`config.mk`:
```
export PLATFORM = sky130hd
export DESIGN_NAME = ivr_ring_writer
export DESIGN_NICKNAME = d
export VERILOG_FILES = /design/src/rtl/ivr_pkg.sv /design/src/rtl/ivr_ptr_ctrl.sv /design/src/rtl/ivr_store.sv /design/src/rtl/ivr_notify.sv /design/src/rtl/ivr_ring_writer.sv
export SDC_FILE = /design/constraint.sdc
export NUM_CORES = 2
export LEC_CHECK = 0
export CAP_MARGIN = 25
export CELL_PAD_IN_SITES_DETAIL_PLACEMENT = 0
export CELL_PAD_IN_SITES_GLOBAL_PLACEMENT = 1
export CORE_UTILIZATION = 60
export CTS_CLUSTER_SIZE = 12
export DETAILED_ROUTE_END_ITERATION = 7
export GPL_TIMING_DRIVEN = 0
export PLACE_DENSITY = 0.85
export SLEW_MARGIN = 20
export SYNTH_ARGS = -nofsm -noshare
export SYNTH_HDL_FRONTEND = slang
export SYNTH_MEMORY_MAX_BITS = 65536
export SYNTH_SLANG_ARGS = --single-unit
export TNS_END_PERCENT = 1
```
`constraint.sdc`:
```
create_clock -name clk -period 16.9 [get_ports clk]
set_clock_uncertainty 0.15 [all_clocks]
set_input_delay 5.07 -clock clk [delete_from_list [all_inputs] [get_ports clk]]
set_output_delay 5.07 -clock clk [all_outputs]
set_load 0.02 [all_outputs]
```
`src/rtl/ivr_pkg.sv`:
```
package ivr_pkg;
  localparam int WORD_W      = 32;
  localparam int ENTRY_WORDS = 8;
  localparam int ENTRY_BYTES = ENTRY_WORDS * WORD_W / 8;
  localparam int VEC_W       = ENTRY_WORDS * WORD_W;
  localparam int MIN_LOG2    = 3;

  typedef enum logic [1:0] {
    POL_OVERWRITE = 2'd0,
    POL_FLAG      = 2'd1,
    POL_STALL     = 2'd2
  } full_policy_e;
endpackage

```
`src/rtl/ivr_ptr_ctrl.sv`:
```
module ivr_ptr_ctrl
  import ivr_pkg::*;
#(
  parameter int PTR_W    = 9,
  parameter int SIZE_W   = 5,
  parameter int MAX_LOG2 = 7
) (
  input  logic              clk,
  input  logic              rst_n,
  input  logic              en,
  input  logic              ovf_detect,
  input  logic              full_drain,
  input  logic [SIZE_W-1:0] ring_size,
  input  logic              vec_valid,
  output logic              vec_ready,
  output logic              fire,
  input  logic              rptr_wr_en,
  input  logic [PTR_W-1:0]  rptr_wr_val,
  input  logic              ovf_clear,
  output logic [PTR_W-1:0]  wptr_q,
  output logic [PTR_W-1:0]  rptr_q,
  output logic              ovf_q,
  output logic [PTR_W-1:0]  wptr_d,
  output logic [PTR_W-1:0]  rptr_d,
  output logic              ovf_d
);
  localparam logic [PTR_W-1:0] STEP  = PTR_W'(ENTRY_BYTES);
  localparam logic [PTR_W-1:0] ALIGN = ~PTR_W'(ENTRY_BYTES - 1);

  logic [PTR_W-1:0] mask;
  logic [PTR_W-1:0] wptr_step;
  logic             full;
  full_policy_e     policy;
  int               eff_log2;

  always_comb begin
    eff_log2 = int'(ring_size);
    if (eff_log2 < MIN_LOG2) eff_log2 = MIN_LOG2;
    if (eff_log2 > MAX_LOG2) eff_log2 = MAX_LOG2;
    for (int i = 0; i < PTR_W; i++) mask[i] = (i < eff_log2 + 2);
  end

  always_comb begin
    if (ovf_detect)      policy = POL_FLAG;
    else if (full_drain) policy = POL_STALL;
    else                 policy = POL_OVERWRITE;
  end

  assign wptr_step = (wptr_q + STEP) & mask;
  assign full      = (wptr_step == rptr_q);
  assign vec_ready = en && !(full && policy == POL_STALL);
  assign fire      = vec_valid && vec_ready;

  always_comb begin
    if (!en) begin
      wptr_d = '0;
      rptr_d = '0;
      ovf_d  = 1'b0;
    end else begin
      rptr_d = rptr_wr_en ? (rptr_wr_val & mask & ALIGN) : rptr_q;
      wptr_d = fire ? wptr_step : wptr_q;
      if (fire && full && policy == POL_FLAG) ovf_d = 1'b1;
      else if (ovf_clear)                     ovf_d = 1'b0;
      else                                    ovf_d = ovf_q;
    end
  end

  always_ff @(posedge clk or negedge rst_n) begin
    if (!rst_n) begin
      wptr_q <= '0;
      rptr_q <= '0;
      ovf_q  <= 1'b0;
    end else begin
      wptr_q <= wptr_d;
      rptr_q <= rptr_d;
      ovf_q  <= ovf_d;
    end
  end

  // stall mode refuses vectors while full
  a_r4_stall_when_full: assert property (@(posedge clk) disable iff (!rst_n)
    (en && full && !ovf_detect && full_drain) |-> !vec_ready);

  // disabled ring returns to zero pointers
  a_r6_disable_clears: assert property (@(posedge clk) disable iff (!rst_n)
    !en |=> (wptr_q == '0 && rptr_q == '0 && !ovf_q));

  // overflow flag is sticky until cleared
  a_r3_ovf_sticky: assert property (@(posedge clk) disable iff (!rst_n)
    (en && ovf_q && !ovf_clear) |=> ovf_q);

  // write pointer moves only on an accepted vector
  a_r2_wptr_hold: assert property (@(posedge clk) disable iff (!rst_n)
    (en && !fire) |=> $stable(wptr_q));
endmodule

```
`src/rtl/ivr_store.sv`:
```
module ivr_store
  import ivr_pkg::*;
#(
  parameter int MEM_LOG2_WORDS = 7
) (
  input  logic                      clk,
  input  logic                      we,
  input  logic [MEM_LOG2_WORDS-4:0] w_entry,
  input  logic [VEC_W-1:0]          w_vec,
  input  logic [MEM_LOG2_WORDS-1:0] rd_word_addr,
  output logic [WORD_W-1:0]         rd_data
);
  localparam int ENTRIES = (2 ** MEM_LOG2_WORDS) / ENTRY_WORDS;

  logic [WORD_W-1:0] bank_q [ENTRY_WORDS];
  logic [2:0]        sel_q;

  for (genvar k = 0; k < ENTRY_WORDS; k++) begin : g_bank
    logic [WORD_W-1:0] mem [ENTRIES];
    always_ff @(posedge clk) begin
      if (we) mem[w_entry] <= w_vec[k*WORD_W +: WORD_W];
      bank_q[k] <= mem[rd_word_addr[MEM_LOG2_WORDS-1:3]];
    end
  end

  always_ff @(posedge clk) sel_q <= rd_word_addr[2:0];

  assign rd_data = bank_q[sel_q];

  // a store never targets an unknown entry
  a_r2_known_entry: assert property (@(posedge clk) we |-> !$isunknown(w_entry));
endmodule

```
`src/rtl/ivr_notify.sv`:
```
module ivr_notify #(
  parameter int PTR_W = 9
) (
  input  logic             clk,
  input  logic             rst_n,
  input  logic             en,
  input  logic             intr_en,
  input  logic             wb_en,
  input  logic             rearm_en,
  input  logic             rptr_wr_en,
  input  logic [PTR_W-1:0] wptr_q,
  input  logic [PTR_W-1:0] rptr_q,
  input  logic             ovf_q,
  input  logic [PTR_W-1:0] wptr_d,
  input  logic [PTR_W-1:0] rptr_d,
  input  logic             ovf_d,
  output logic [31:0]      wptr_word,
  output logic             wb_valid,
  output logic [31:0]      wb_word,
  output logic             irq_level,
  output logic             irq_rearm
);
  logic [31:0] word_d;

  assign wptr_word = {{(32-PTR_W){1'b0}}, wptr_q[PTR_W-1:1], wptr_q[0] | ovf_q};
  assign word_d    = {{(32-PTR_W){1'b0}}, wptr_d[PTR_W-1:1], wptr_d[0] | ovf_d};
  assign irq_level = en && intr_en && (rptr_q != wptr_q);

  always_ff @(posedge clk or negedge rst_n) begin
    if (!rst_n) begin
      wb_valid  <= 1'b0;
      wb_word   <= '0;
      irq_rearm <= 1'b0;
    end else begin
      wb_valid  <= wb_en && (word_d != wptr_word);
      wb_word   <= word_d;
      irq_rearm <= en && intr_en && rearm_en && rptr_wr_en && (rptr_d != wptr_d);
    end
  end

  // posted word matches the live write-pointer word
  a_r8_wb_matches: assert property (@(posedge clk) disable iff (!rst_n)
    wb_valid |-> (wb_word == wptr_word));

  // a re-arm pulse only comes with pending entries
  a_r10_pulse_pending: assert property (@(posedge clk) disable iff (!rst_n)
    (irq_rearm && en && intr_en) |-> irq_level);
endmodule

```
`src/rtl/ivr_ring_writer.sv`:
```
module ivr_ring_writer
  import ivr_pkg::*;
#(
  parameter int MEM_LOG2_WORDS = 7,
  parameter int SIZE_W         = 5,
  localparam int PTR_W         = MEM_LOG2_WORDS + 2
) (
  input  logic                      clk,
  input  logic                      rst_n,
  input  logic                      cfg_ring_en,
  input  logic                      cfg_intr_en,
  input  logic [SIZE_W-1:0]         cfg_ring_size,
  input  logic                      cfg_ovf_detect,
  input  logic                      cfg_full_drain,
  input  logic                      cfg_wb_en,
  input  logic                      cfg_rearm_en,
  input  logic                      ovf_clear,
  input  logic                      vec_valid,
  output logic                      vec_ready,
  input  logic [255:0]              vec_data,
  input  logic                      rptr_wr_en,
  input  logic [PTR_W-1:0]          rptr_wr_val,
  output logic [31:0]               wptr_word,
  output logic                      wb_valid,
  output logic [31:0]               wb_word,
  output logic                      irq_level,
  output logic                      irq_rearm,
  input  logic [MEM_LOG2_WORDS-1:0] rd_word_addr,
  output logic [31:0]               rd_data
);
  logic             fire;
  logic [PTR_W-1:0] wptr_q, rptr_q, wptr_d, rptr_d;
  logic             ovf_q, ovf_d;

  ivr_ptr_ctrl #(.PTR_W(PTR_W), .SIZE_W(SIZE_W), .MAX_LOG2(MEM_LOG2_WORDS)) u_ptr (
    .clk(clk), .rst_n(rst_n), .en(cfg_ring_en), .ovf_detect(cfg_ovf_detect),
    .full_drain(cfg_full_drain), .ring_size(cfg_ring_size),
    .vec_valid(vec_valid), .vec_ready(vec_ready), .fire(fire),
    .rptr_wr_en(rptr_wr_en), .rptr_wr_val(rptr_wr_val), .ovf_clear(ovf_clear),
    .wptr_q(wptr_q), .rptr_q(rptr_q), .ovf_q(ovf_q),
    .wptr_d(wptr_d), .rptr_d(rptr_d), .ovf_d(ovf_d)
  );

  ivr_store #(.MEM_LOG2_WORDS(MEM_LOG2_WORDS)) u_store (
    .clk(clk), .we(fire), .w_entry(wptr_q[PTR_W-1:5]), .w_vec(vec_data),
    .rd_word_addr(rd_word_addr), .rd_data(rd_data)
  );

  ivr_notify #(.PTR_W(PTR_W)) u_notify (
    .clk(clk), .rst_n(rst_n), .en(cfg_ring_en), .intr_en(cfg_intr_en),
    .wb_en(cfg_wb_en), .rearm_en(cfg_rearm_en), .rptr_wr_en(rptr_wr_en),
    .wptr_q(wptr_q), .rptr_q(rptr_q), .ovf_q(ovf_q),
    .wptr_d(wptr_d), .rptr_d(rptr_d), .ovf_d(ovf_d),
    .wptr_word(wptr_word), .wb_valid(wb_valid), .wb_word(wb_word),
    .irq_level(irq_level), .irq_rearm(irq_rearm)
  );

  // nothing is accepted while the ring is off
  a_r1_idle_not_ready: assert property (@(posedge clk) disable iff (!rst_n)
    !cfg_ring_en |-> !vec_ready);
endmodule

```
After elaboration in Yosys (flattened, before gate mapping)
Memory sizes are Yosys's and may differ from the RTL's. A register that Yosys moved wholly into a read port is not among the register bits.
Index checks and enable logic that the tools add are counted.
{"block": "classes", "n_reduce_logical": 12, "n_addsub": 2, "mux": 13, "n_bitwise": 4, "n_lt_le_gt_ge": 11, "eq_ne": 6}
{"cell": "< comparator 4 x 32 -> 1 bit (first input constant)", "n": 4}
{"cell": "< comparator 3 x 32 -> 1 bit (first input constant)", "n": 2}
{"cell": "2-to-1 mux 9 bit", "n": 4}
{"cell": "adder 32 x 3 -> 32 bit (second input constant)", "n": 1}
{"cell": "< comparator 1 x 32 -> 1 bit (first input constant)", "n": 1}
{"cell": "< comparator 2 x 32 -> 1 bit (first input constant)", "n": 1}
{"cell": "< comparator 5 x 32 -> 1 bit (first input constant)", "n": 1}
{"cell": "2-to-1 mux 32 bit", "n": 1}
{"cell": "!= test 9 bit", "n": 3}
{"cell": "AND 9 bit", "n": 2}
{"cell": "logical AND 1 bit", "n": 11}
{"cell": "adder 9 x 6 -> 9 bit (second input constant)", "n": 1}
{"cell": "equality test 9 bit", "n": 1}
{"cell": "> comparator 5 x 3 -> 1 bit (second input constant)", "n": 1}
{"cell": "< comparator 5 x 2 -> 1 bit (second input constant)", "n": 1}
{"cell": "2-to-1 mux 1 bit", "n": 5}
{"cell": "2-to-1 mux 5 bit", "n": 1}
{"cell": "2-to-1 mux 2 bit", "n": 2}
{"cell": "equality test 2 x 1 -> 1 bit (second input constant)", "n": 1}
{"cell": "equality test 2 bit (second input constant)", "n": 1}
{"cell": "bitwise OR 1 bit", "n": 2}
{"cell": "zero test 1 bit", "n": 1}
{"block": "word_totals", "regBits": 30, "ram_bits": 4352, "wordCells": 63, "memories": 9}
{"memory": "u_store.g_bank[0].mem", "words": 16, "word_bits": 32, "rd": 1, "rd_clocked_by_memory_dff": 0, "write_ports": 1, "line": "ivr_store.sv:19", "rtl": "logic [WORD_W-1:0] mem [ENTRIES];"}
{"memory": "u_store.g_bank[1].mem", "words": 16, "word_bits": 32, "rd": 1, "rd_clocked_by_memory_dff": 0, "write_ports": 1, "line": "ivr_store.sv:19"}
{"memory": "u_store.g_bank[2].mem", "words": 16, "word_bits": 32, "rd": 1, "rd_clocked_by_memory_dff": 0, "write_ports": 1, "line": "ivr_store.sv:19"}
{"memory": "u_store.g_bank[3].mem", "words": 16, "word_bits": 32, "rd": 1, "rd_clocked_by_memory_dff": 0, "write_ports": 1, "line": "ivr_store.sv:19"}
{"memory": "u_store.g_bank[4].mem", "words": 16, "word_bits": 32, "rd": 1, "rd_clocked_by_memory_dff": 0, "write_ports": 1, "line": "ivr_store.sv:19"}
{"memory": "u_store.g_bank[5].mem", "words": 16, "word_bits": 32, "rd": 1, "rd_clocked_by_memory_dff": 0, "write_ports": 1, "line": "ivr_store.sv:19"}
{"memory": "+3 memories"}

Longest topological paths before layout
{"block": "logic_depth", "word_depth": 19, "mapped_depth": 14}

By module
From an unflattened synthesis, not the netlist that was laid out.
{"block": "hier_totals", "hier_cells": 7070, "area_unflattened_um2": 162557.2}
{"module": "ivr_store", "area_each_um2": 160341.3, "cells_each": 6825, "seq_area_each_um2": 128182.9, "n_inst": 1}
{"module": "ivr_ptr_ctrl", "area_each_um2": 1203.7, "cells_each": 137, "seq_area_each_um2": 475.5, "n_inst": 1}
{"module": "ivr_notify", "area_each_um2": 1012.2, "cells_each": 108, "seq_area_each_um2": 275.3, "n_inst": 1}

Worst setup path after synthesis
OpenSTA, ideal clock, no wires.
{"block": "synth_path", "path_kind": "in2reg", "start": "in cfg_ring_size[4]", "end": "mem u_store.g_bank[0].mem[3][0] (enable)", "setup_time_ns": 0.651, "path_slack_ns": 2.722, "path_stages": 11, "path_buffers": 3, "t_arrival_ns": 13.377, "required_time_ns": 16.099, "path_cell_list": "or4b_1 -> buf_6 -> ha_1 -> clkbuf_4 -> o31ai_1 -> nor2_1 -> xnor2_2 -> nand4_2 -> and2_1 -> clkbuf_1 -> and3_1"}
{"block": "synth_between", "elab_chain_len": 14}
{"element": "start: declaration", "line": "ivr_ring_writer.sv:12", "rtl": "input logic [SIZE_W-1:0] cfg_ring_size,"}
{"element": "< comparator 5 x 2 -> 1 bit", "line": "ivr_ptr_ctrl.sv:38", "rtl": "if (eff_log2 < MIN_LOG2) eff_log2 = MIN_LOG2;"}
{"element": "2-to-1 mux 5 bit *", "line": "ivr_ptr_ctrl.sv:38"}
{"element": "> comparator 5 x 3 -> 1 bit", "line": "ivr_ptr_ctrl.sv:39", "rtl": "if (eff_log2 > MAX_LOG2) eff_log2 = MAX_LOG2;"}
{"element": "2-to-1 mux 32 bit *", "line": "ivr_ptr_ctrl.sv:39"}
{"element": "adder 32 x 3 -> 32 bit *", "line": "ivr_ptr_ctrl.sv:40", "rtl": "for (int i = 0; i < PTR_W; i++) mask[i] = (i < eff_log2 + 2);"}
{"element": "< comparator 1 x 32 -> 1 bit (tied with other cells)", "line": "ivr_ptr_ctrl.sv:40"}
{"element": "AND 9 bit *", "line": "ivr_ptr_ctrl.sv:49", "rtl": "assign wptr_step = (wptr_q + STEP) & mask;"}
{"element": "equality test 9 bit *", "line": "ivr_ptr_ctrl.sv:50", "rtl": "assign full = (wptr_step == rptr_q);"}
{"element": "logical AND 1 bit *", "line": "ivr_ptr_ctrl.sv:51", "rtl": "assign vec_ready = en && !(full && policy == POL_STALL);"}
{"element": "zero test 1 bit *", "line": "ivr_ptr_ctrl.sv:51"}
{"element": "logical AND 1 bit *", "line": "ivr_ptr_ctrl.sv:51"}
{"element": "logical AND 1 bit *", "line": "ivr_ptr_ctrl.sv:52", "rtl": "assign fire = vec_valid && vec_ready;"}
{"element": "2-to-1 mux 1 bit *", "line": "ivr_store.sv:21", "rtl": "if (we) mem[w_entry] <= w_vec[k*WORD_W +: WORD_W];"}
{"element": "2-to-1 mux 1 bit (implied by the code) *", "line": "ivr_store.sv:21"}
{"element": "end: declaration", "line": "ivr_store.sv:19"}
Every way passes the cells marked *; elsewhere a longest branch is shown, timed or not.

Worst setup path in the final report
{"block": "layout_path", "start": "in cfg_ring_size[4]", "end": "out vec_ready"}
{"block": "layout_between", "elab_chain_len": 11}
{"element": "< comparator 5 x 2 -> 1 bit", "line": "ivr_ptr_ctrl.sv:38"}
{"element": "2-to-1 mux 5 bit *", "line": "ivr_ptr_ctrl.sv:38"}
{"element": "> comparator 5 x 3 -> 1 bit", "line": "ivr_ptr_ctrl.sv:39"}
{"element": "2-to-1 mux 32 bit *", "line": "ivr_ptr_ctrl.sv:39"}
{"element": "adder 32 x 3 -> 32 bit *", "line": "ivr_ptr_ctrl.sv:40"}
{"element": "< comparator 1 x 32 -> 1 bit (tied with other cells)", "line": "ivr_ptr_ctrl.sv:40"}
{"element": "AND 9 bit *", "line": "ivr_ptr_ctrl.sv:49"}
{"element": "equality test 9 bit *", "line": "ivr_ptr_ctrl.sv:50"}
{"element": "logical AND 1 bit *", "line": "ivr_ptr_ctrl.sv:51"}
{"element": "zero test 1 bit *", "line": "ivr_ptr_ctrl.sv:51"}
{"element": "logical AND 1 bit *", "line": "ivr_ptr_ctrl.sv:51"}
{"element": "end: declaration", "line": "ivr_ring_writer.sv:19", "rtl": "output logic vec_ready,"}
Marks and branches as above.

==> metrics.txt <==
area share of and/or/nand/nor cells after synthesis=0.00498; Root Driver=clkbuf_16; Max-slew headroom=0.247; Slew Limit Fails=0; peak supply drop=0.0000949 V; hold-fix buffers at CTS=0; Post-CTS Resized=0; IO Count=388; number of flops mapped to enable cells by yosys=4096; area share of the largest cell type after synthesis=0.756; syn avg cell area=25.3 um^2; Fillers=14500; Cell Pwr Density=118 mW/mm^2; clk_lat worst skew=930 ps; routed vias=81500; Async SR Flop Fraction=0.00503; # rows=190; Antenna Nets Post-Route=0; vias in the first global route=81000; H-tree depth=5; # Post-CTS Setup Buffers=0; die width=523 um; proportion of layout cells with a drive suffix above 1=0.290; hold crit path type=reg -> reg; Final Total Pwr=22.3 mW; Setup violations, final=0; fmax=70.8 MHz; CORE AREA=0.269 mm^2; end-of-flow core utilization=0.700; Cell Chain, Critical Path=clkdlybuf4s50_1, or4b_1, buf_6, ha_1, clkbuf_4, o21ai_0, a2111oi_0, nand4_1, a2111oi_4, nand2_1, nor2_1, nor2_1, clkdlybuf4s50_1; CTS Buf Count=428; mux contribution to synthesized area=0.187; sequential fraction of the synthesis area=0.791; Synth top cells by count=edfxtp_1, mux4_2, dfxtp_1; CTS sink cnt=4377; CP Class=in -> out; GRT Residual Overflow=0; CTS tree=done; multi-input logic area=0.0324 mm^2; Placer Congestion=0.872; final hold vios=0; RSZ-0062 raised after global routing=false; status=finished clean; Worst path max stage delay=570 ps; initial antenna violation count=140; Port-buffer cells=329; Max clock buf depth=4; hold depth=2; post-DP HPWL=273000 um; Synth Instances=6434; CP Capture Type=primary output; Startpoint Class=primary input; crit path time final=14130 ps; yosys synthesis warning count=0; main combinational cell family by area after synthesis=multiplexers; Synth Area in Adders=0.000385; part of the cycle the worst path needs=0.836; cells on worst reg2reg path=17; Die ar.=0.273 mm^2; Die Ht=523 um; Synth area leaders=edfxtp_1, mux4_2, dfxtp_1; XOR/XNOR Fraction of Synth Area=0.000477; Synth Flop Type=edfxtp_1; Net count, final=7761; All-Layer GR Usage=0.346; critical path fanouts, max=10; DR WL/cell=41.0 um; count leader, synth=edfxtp_1; synth unique cells=75; worst endpoint data arrival time=8910 ps; max-cap viol count=0; Yosys reg bits=4377; DRT iter0 DRCs=12700; wire length of the first global-routing pass=640000 um; routed vias/inst=7.12; sequential cell area=0.129 mm^2; CP max-delay cell=clkdlybuf4s50_1; Pleak=59.3 nW; post-route DRC violation count=0; DRT Wirelength=469000 um; Compound-Gate Fraction of Synth Area=0.00496; initial core utilization=0.605; Area Overhead vs Synth=15.8%; largest net degree at the start of global routing=37; Synth area leader=edfxtp_1; WP data required=11680 ps; clock transition at the registers of the reported paths=60 ps; synthesized area=0.163 mm^2; worst slew pin tran=1130 ps; total negative slack=0 ps; first-pass iteration count of the detailed router=5
-- worst max-delay path, delay by kind of cell --
family	cells	cell delay, ps
buf+inv	4	1350
fa+ha+maj	1	280
simple gates	5	1230
compound gates	3	950
-- registers in the layout, indices dropped and copies added (netlist names), named ones only --
signal              flops
u_ptr.rptr_q            9
u_notify.wb_valid       1
u_notify.wb_word        2
u_store.g_bank.mem   4096
u_ptr.wptr_q            8
u_store.bank_q        256
u_ptr.ovf_q             1
u_notify.irq_rearm      1
-- routing by layer --
metal	vias up	wire length (um)	global-route usage
li1	30000	-	-
met1	42700	150000	0.441
met2	7414	222000	0.533
met3	1281	64600	0.102
met4	82	31900	0.209
met5	-	553	0
-- report_power, final --
part | internal (mW) | switching, mW | total [mW] | leakage [nW]
clock | 4.97 | 3.99 | 8.96 | 6.12
combinational | 0.532 | 0.730 | 1.26 | 13.8
sequential | 12.0 | 0.119 | 12.1 | 39.4
total | 17.5 | 4.84 | 22.3 | 59.3
-- layout by cell type (no fill, tap or decap), types with 46 or more instances in the layout --
cell | netlist | final
clkbuf_2 | 0 | 51
clkdlybuf4s50_1 | 0 | 328
buf_4 | 62 | 63
clkbuf_1 | 231 | 438
conb_1 | 1 | 46
dfxtp_1 | 259 | 259
mux4_2 | 1323 | 1323
buf_12 | 0 | 54
buf_1 | 87 | 60
edfxtp_1 | 4096 | 4096
clkbuf_16 | 0 | 434
buf_16 | 0 | 90
diode_2 | 0 | 87
buf_6 | 1 | 58
-- per-stage QoR --
stage                     setup slack (ps)  instances  area, um^2  hold slack [ps]
after floorplan                       2720       6479      163000              379
after global placement               -6450      10400      171000              407
after detailed placement              2870      10600      175000              416
after CTS                             2860      11300      188000              432
after global routing                  2630      11400      188000              476
final                                 2770      11400      188000              450
-- worst paths after layout --
kind	from	endpoint	slack (ps)
setup / recovery	cfg_ring_size[4]	vec_ready	2770
hold / removal	u_ptr.rptr_q[0]	u_ptr.rptr_q[0]	450
setup reg to reg	u_ptr.wptr_q[5]	u_store.g_bank[6].mem[1][8]	11140
hold reg to reg	u_ptr.rptr_q[0]	u_ptr.rptr_q[0]	450
max in group asynchronous	rst_n	u_ptr.wptr_q[7]	12230
min in group asynchronous	rst_n	u_ptr.rptr_q[1]	3990
-- logic make-up (layout without fill, tap and decap cells) --
family / Yosys count / in the layout
simple gates: 142 / 142
flops: 4377 / 4377
mux: 1380 / 1380
xor+xnor: 8 / 8
other cells: 1 / 133
fa+ha+maj: 5 / 5
buf+inv: 407 / 1733
compound gates: 114 / 114
-- layout make-up --
type,count,area share
diodes,87,0.00116
plain buffers,389,0.00955
clock buffers,718,0.0652
clock inverters,49,0.00240
inverters,18,0.000385
multi-input cells,1695,0.172
flip-flops and latches,4377,0.684
well taps,3552,0.0236
repair buffers,559,0.0420
No activity file was read; power rests on OpenSTA's default activity.
